`config.mk`:
```
export PLATFORM = sky130hd
export DESIGN_NAME = mdio_cmd_ctrl
export DESIGN_NICKNAME = d
export VERILOG_FILES = /design/src/rtl/mdio_cmd_ctrl.sv
export SDC_FILE = /design/constraint.sdc
export NUM_CORES = 1
export LEC_CHECK = 0
export ABC_CLOCK_PERIOD_IN_PS = 2100
export BUFFER_PORTS_ARGS = -buffer_cell sky130_fd_sc_hd__buf_4
export CAP_MARGIN = 20
export CORE_MARGIN = 2
export CORE_UTILIZATION = 35
export CTS_CLUSTER_DIAMETER = 60
export DETAILED_ROUTE_END_ITERATION = 16
export PLACE_DENSITY_LB_ADDON = 0.08
export SLEW_MARGIN = 20
export SYNTH_ARGS = -nofsm -noshare
export SYNTH_HDL_FRONTEND = slang
export SYNTH_SLANG_ARGS = --single-unit
```
`constraint.sdc`:
```
create_clock -name clk -period 2.1 [get_ports clk]
set_clock_uncertainty 0.1 [all_clocks]
set_input_delay 0.315 -clock clk [delete_from_list [all_inputs] [get_ports clk]]
set_output_delay 0.315 -clock clk [all_outputs]
set_load 0.01 [all_outputs]
```
`src/rtl/mdio_cmd_ctrl.sv`:
```
module mdio_cmd_ctrl #(
  parameter int CLK_DIV  = 4,
  parameter int PRE_LEN  = 32,
  parameter logic [7:0] CMD_OFS  = 8'h20,
  parameter logic [7:0] RES_OFS  = 8'h24,
  parameter logic [7:0] WDAT_OFS = 8'h28
) (
  input  logic        clk,
  input  logic        rst_n,
  input  logic        wr_en,
  input  logic [7:0]  wr_addr,
  input  logic [15:0] wr_data,
  input  logic [7:0]  rd_addr,
  output logic [15:0] rd_data,
  output logic        mdc,
  output logic        mdio_o,
  output logic        mdio_oe,
  input  logic        mdio_i
);
  localparam int FLEN    = PRE_LEN + 32;
  localparam int TA_POS  = PRE_LEN + 14;
  localparam int DAT_POS = PRE_LEN + 16;
  localparam int IW      = $clog2(FLEN);
  localparam int DCW     = (CLK_DIV > 1) ? $clog2(CLK_DIV) : 1;

  logic [15:0]     cmd_q, wdat_q, res_q, rsh_q;
  logic [FLEN-1:0] tx_q;
  logic [IW-1:0]   idx_q;
  logic [DCW-1:0]  div_q;
  logic            mdc_q;

  wire busy  = cmd_q[14] | cmd_q[13];
  wire is_rd = cmd_q[13];
  wire start = wr_en && (wr_addr == CMD_OFS) && !busy && (wr_data[13] || wr_data[14]);
  wire tick  = busy && (div_q == DCW'(CLK_DIV - 1));
  wire last  = (idx_q == IW'(FLEN - 1));

  always_ff @(posedge clk or negedge rst_n) begin
    if (!rst_n) begin
      cmd_q  <= '0;
      wdat_q <= '0;
      res_q  <= '0;
      rsh_q  <= '0;
      tx_q   <= '0;
      idx_q  <= '0;
      div_q  <= '0;
      mdc_q  <= 1'b0;
    end else begin
      if (wr_en && wr_addr == WDAT_OFS) wdat_q <= wr_data;
      if (start) begin
        cmd_q <= {1'b0, wr_data[14] & ~wr_data[13], wr_data[13], wr_data[12:8], 3'b000, wr_data[4:0]};
        tx_q  <= {{PRE_LEN{1'b1}}, 2'b01, (wr_data[13] ? 2'b10 : 2'b01),
                  wr_data[12:8], wr_data[4:0], 2'b10, wdat_q};
        idx_q <= '0;
        div_q <= '0;
        mdc_q <= 1'b0;
      end else if (busy) begin
        div_q <= tick ? '0 : div_q + 1'b1;
        if (tick) begin
          mdc_q <= ~mdc_q;
          if (!mdc_q) begin
            if (is_rd && idx_q >= IW'(DAT_POS)) rsh_q <= {rsh_q[14:0], mdio_i};
          end else if (last) begin
            cmd_q[14:13] <= 2'b00;
            if (is_rd) res_q <= rsh_q;
          end else begin
            idx_q <= idx_q + 1'b1;
            tx_q  <= {tx_q[FLEN-2:0], 1'b0};
          end
        end
      end
    end
  end

  assign mdc     = mdc_q;
  assign mdio_o  = tx_q[FLEN-1];
  assign mdio_oe = busy && !(is_rd && idx_q >= IW'(TA_POS));

  always_comb begin
    case (rd_addr)
      CMD_OFS:  rd_data = cmd_q;
      RES_OFS:  rd_data = res_q;
      WDAT_OFS: rd_data = wdat_q;
      default:  rd_data = 16'h0000;
    endcase
  end
endmodule

```
* Word level (Yosys, flattened, before mapping)
Cells that the tools add are included.
** Cells by class
- Eq/ne operators :: 8
- Multiplexer cells :: 23
- Reductions and logical operators :: 20
- Order comparisons :: 2
- Add/subtract/negate cells :: 2
- Bitwise logic cells :: 5
** Operators with widths (count)
- $mux 64 :: 5
- $pmux 16 s3 :: 1
- $eq 8x6->1 const B :: 5
- $mux 6 :: 5
- $mux 2 :: 9
- $ge 6x6->1 const B :: 2
- $logic_and 1x1->1 :: 8
- $reduce_and 4->1 :: 2
- $reduce_bool 2->1 :: 4
- $add 6x1->6 const B :: 1
- $eq 6x6->1 const B :: 1
- $reduce_and 6->1 :: 1
- $reduce_and 5->1 :: 1
- $mux 1 :: 3
- $not 1->1 :: 3
- $add 2x1->2 const B :: 1
- $eq 2x2->1 const B :: 1
- $logic_not 1->1 :: 2
- $ne 2x2->1 const B :: 1
- $reduce_and 2->1 :: 1
- $and 1x1->1 :: 1
- $logic_or 1x1->1 :: 1
- $or 1x1->1 :: 1
** Word-level totals
- Input port bits :: 36
- Output and inout port bits :: 19
- Logic and storage cells :: 69
- Register bits :: 133

* Logic depth before layout (Yosys ltp)
- Word-level depth :: 6
- Gate-level depth with buffers :: 8
- Gate-level depth less buffers :: 5

* Worst setup path after synthesis
Ideal clock, no wire load.
- Path kind :: reg2reg
- Start :: reg div_q[0]
- End :: reg rsh_q[10]
- Path buffers :: 1
- Setup slack :: 0.341 ns
- Required time :: 1.875 ns
- Period minus slack after synthesis :: 1.759 ns
- Stages on the path, launching flop included :: 6
- Setup time :: 0.125 ns
- Arrival time :: 1.534 ns
- Path through :: dfrtp_1 -> ha_1 -> nor2b_1 -> nand4_1 -> buf_2 -> mux2_2
** On the way
- Cells in the longest elaborated chain, start to end :: 3
** RTL lines
- start, declared :: line 29 : logic [DCW-1:0] div_q;
- start signal, assigned :: line 58 : div_q <= tick ? '0 : div_q + 1'b1;
- $eq 2x2->1 :: line 35 : wire tick = busy && (div_q == DCW'(CLK_DIV - 1));
- $logic_and 1x1->1 :: line 35
- $reduce_and 5->1 (no source line)
- end signal, assigned :: line 62 : if (is_rd && idx_q >= IW'(DAT_POS)) rsh_q <= {rsh_q[14:0], mdio_i};
- end, declared :: line 26 : logic [15:0] cmd_q, wdat_q, res_q, rsh_q;
No other way between the ends.
A chain may end at the register's enable or synchronous reset.

* Worst setup path in the final report
- Start :: reg cmd_q[13]
- End :: out rd_data[13]
** On the way
- Cells in the longest elaborated chain, start to end :: 1
** RTL lines
- start, declared :: line 26
- start signal, assigned :: line 51 : cmd_q <= {1'b0, wr_data[14] & ~wr_data[13], wr_data[13], wr_data[12:8], 3'b000, wr_data[4:0]};
- $pmux 16 s3 :: line 80 : case (rd_addr)
- end, declared :: line 14 : output logic [15:0] rd_data,
No other way between the ends.

==> results.toml <==
[die]
core_um2 = 15800
rows = 46
dieHeight_um = 131
io_pins = 55
die-area_um2 = 17100
start_util_pct = 35.6
die_w_um = 131

[timing]
tightest_slew_ps = 636
hold_viol_final = 0
layout_setup_ws_ps = 112
post-route-min-period_ps = 1990
fmax_mhz = 503
rsz0062_at_grt = "false"
fin_crit_sh_pct = 94.6
slew_headroom_pct = 57.4
maxSlewViolCount = 0
setup_viol = 0

[yosys]
syn_inst = 453
yosysSeqAreaShare_pct = 59.2
ys.flop_type = "dfrtp_1"
yosys_warnings = 0
syn_area_per_cell_um2 = 12.4
ys_types = 43
yosys.area.top_type = "dfrtp_1"
synth_top_area_share_pct = 59.2
syn_nets = 491
synth_edf_count = 0
synthArstFlopShare_pct = 100
synth-seq-cells = 133
syn-cell-area_um2 = 5620
netlist_top_cells_area = "dfrtp_1 (59%), mux2_2 (9.6%), o22a_1 (4.8%)"

[cells_and_area]
area_delta_synth_final_pct = 24.5
final_nets = 553
seq_area_um2 = 3330
antenna_cells = 0
stdcell_count = 744
n_fill_cell = 1522
drive_gt1_share_pct = 31.3
multi_input_area_um2 = 2120

[placed_design]
dp_hpwl_mm = 8.48
gp_congestion = 0.763
io_buffers = 54
dpl.cell_count = 711
place_ws_ps = -62.2

[clocking]
htreeDepth = 4
clock_sinks = 133
cts_root_buf = "clkbuf_16"
clk_pin_slew_ps = 60
cts_max_path_buffers = 2
cts_tree = "yes"
numCtsBuffers = 17
insertion_delay_ps = 420
cts_setup_buffers = 0

[global_routing]
grt_pass1_vias = 3915
antenna_found_initial = 0
track_usage_pct = 16.4
grt_overflow = 0
grt_max_degree = 76
grt_pass1_wl_mm = 21.1

[worst_setup_path]
worstSetupPathType = "reg2out"
critPathMaxFanout = 6
slowest_stage = "dfrtp_1"
crit_chain = "buf_4 -> mux2i_1 -> nor2_1 -> a21oi_1 -> nor2_1 -> buf_4"
worstPathRequired_ps = 1680
cp.arrival_ps = 1570
worst_setup_path_end_kind = "output pin"
max_stage_delay_ps = 420
worstSetupStartpointType = "flip-flop"

[drt]
dr.pass1.iters = 5
vias_per_cell = 5.05
avgRoutedWirePerCell_um = 17.2
drcViolationCount = 0
vias = 3759
ant_nets = 0
wl_mm = 12.8
drt_iter0_drc = 210

[power]
p_per_area_nw_per_um2 = 1090
leakagePower_nw = 3.37
ir_drop_mv = 0.549

[run_status]
status = "completed"

[worst_hold_path]
hold_class = "in2reg"

[flow_run]
maxCapViolCount = 0
synthesized netlist by cell type, types with 2 or more instances:
cell type,number
dfrtp_1,133
nor2_1,51
mux2_2,48
o22a_1,31
a21oi_1,18
nand2_1,18
nor3_1,18
o22ai_1,16
mux2i_1,13
buf_2,11
a21o_1,10
clkbuf_1,10
a221o_1,9
and2_1,9
a22o_1,5
buf_6,5
nand3_1,5
a22oi_1,4
buf_4,4
o21ai_0,4
nand3_2,3
nor2b_1,3
ha_1,2
nor4b_4,2
o211ai_1,2
xor2_1,2
stage by stage:
step / area (um^2) / hold slack, ps / total power (W) / utilization, % / TNS [ps]
2_1_floorplan: 5620 / -80.6 / 0.00418 / - / 0
3_3_place_gp: 6350 / 165 / 0.00451 / 40.3 / -133
3_5_place_dp: 6350 / 164 / 0.00456 / 40.3 / -157
4_1_cts: 7000 / 14.6 / 0.00775 / 44.4 / 0
5_1_grt: 7000 / 22.2 / 0.00808 / 44.4 / 0
6_report: 7000 / 29.6 / 0.00766 / 44.4 / 0
logic make-up (layout without fill, tap and decap cells):
group / after synthesis / in the layout / synth area share [%]
xor+xnor: 2 / 2 / 0.312
fa+ha+maj: 2 / 2 / 0.445
compound gates: 107 / 107 / 14.3
mux: 61 / 61 / 11.9
flops: 133 / 133 / 59.2
simple gates: 117 / 117 / 10.5
buf+inv: 31 / 106 / 3.25
repair_timing:
action,in CTS,in global routing
setup endpoints to repair,5,0
hold endpoints to repair,24,0
gates resized for setup,1,0
hold buffers,1,0
layout make-up:
type                    instances  area share, %
multi-input cells             289           30.3
clock buffers                  19           6.47
well taps                     216           3.86
clock inverters                13           2.57
flip-flops and latches        133           47.6
repair buffers                 74           9.23
metal layers:
metal	wire length [um]	GRT usage, %
met1	6130	22.2
met2	6050	25.8
met3	447	4.28
met4	159	5.82
met5	0	0
layout by cell type, fill, tap and decap left out, types with 5 or more instances in the layout:
| master | Yosys | routed |
|---|---|---|
| a21o_1 | 10 | 10 |
| a21oi_1 | 18 | 18 |
| a221o_1 | 9 | 9 |
| a22o_1 | 5 | 5 |
| and2_1 | 9 | 9 |
| buf_12 | 0 | 7 |
| buf_4 | 4 | 66 |
| clkbuf_16 | 0 | 17 |
| dfrtp_1 | 133 | 133 |
| mux2_2 | 48 | 48 |
| mux2i_1 | 13 | 13 |
| nand2_1 | 18 | 18 |
| nand3_1 | 5 | 5 |
| nor2_1 | 51 | 51 |
| nor3_1 | 18 | 18 |
| o22a_1 | 31 | 31 |
| o22ai_1 | 16 | 16 |
sequential cells by signal (all words and copies together) (netlist names):
signal / count
idx_q: 6
mdc: 1
div_q: 2
cmd_q: 12
rsh_q: 16
res_q: 16
wdat_q: 16
tx_q: 64
worst max-delay path, delay by kind of cell, from the launching register on:
family	cells	cell delay (ps)
and+or+nand+nor	2	120
buffers and inverters	2	320
DFF	1	420
AOI/OAI and AO/OA	1	130
muxes	1	160
worst paths after layout:
kind	startpoint	end	slack, ps	cells past startpoint
max in group asynchronous	rst_n	res_q[2]	920	3
setup / recovery	cmd_q[13]	rd_data[13]	110	6
hold reg to reg	cmd_q[1]	cmd_q[1]	370	1
hold / removal	wr_data[5]	wdat_q[5]	30	2
min in group asynchronous	rst_n	tx_q[38]	260	2
setup reg to reg	div_q[0]	tx_q[25]	220	5
power breakdown:
| part | switching [W] | internal [W] | leakage [nW] |
|---|---|---|---|
| Sequential | 0.000384 | 0.00318 | 1.74 |
| Clock | 0.00111 | 0.00204 | 0.305 |
| Combinational | 0.000417 | 0.000526 | 1.33 |
Note: power is estimated with default switching activity, not from simulation.
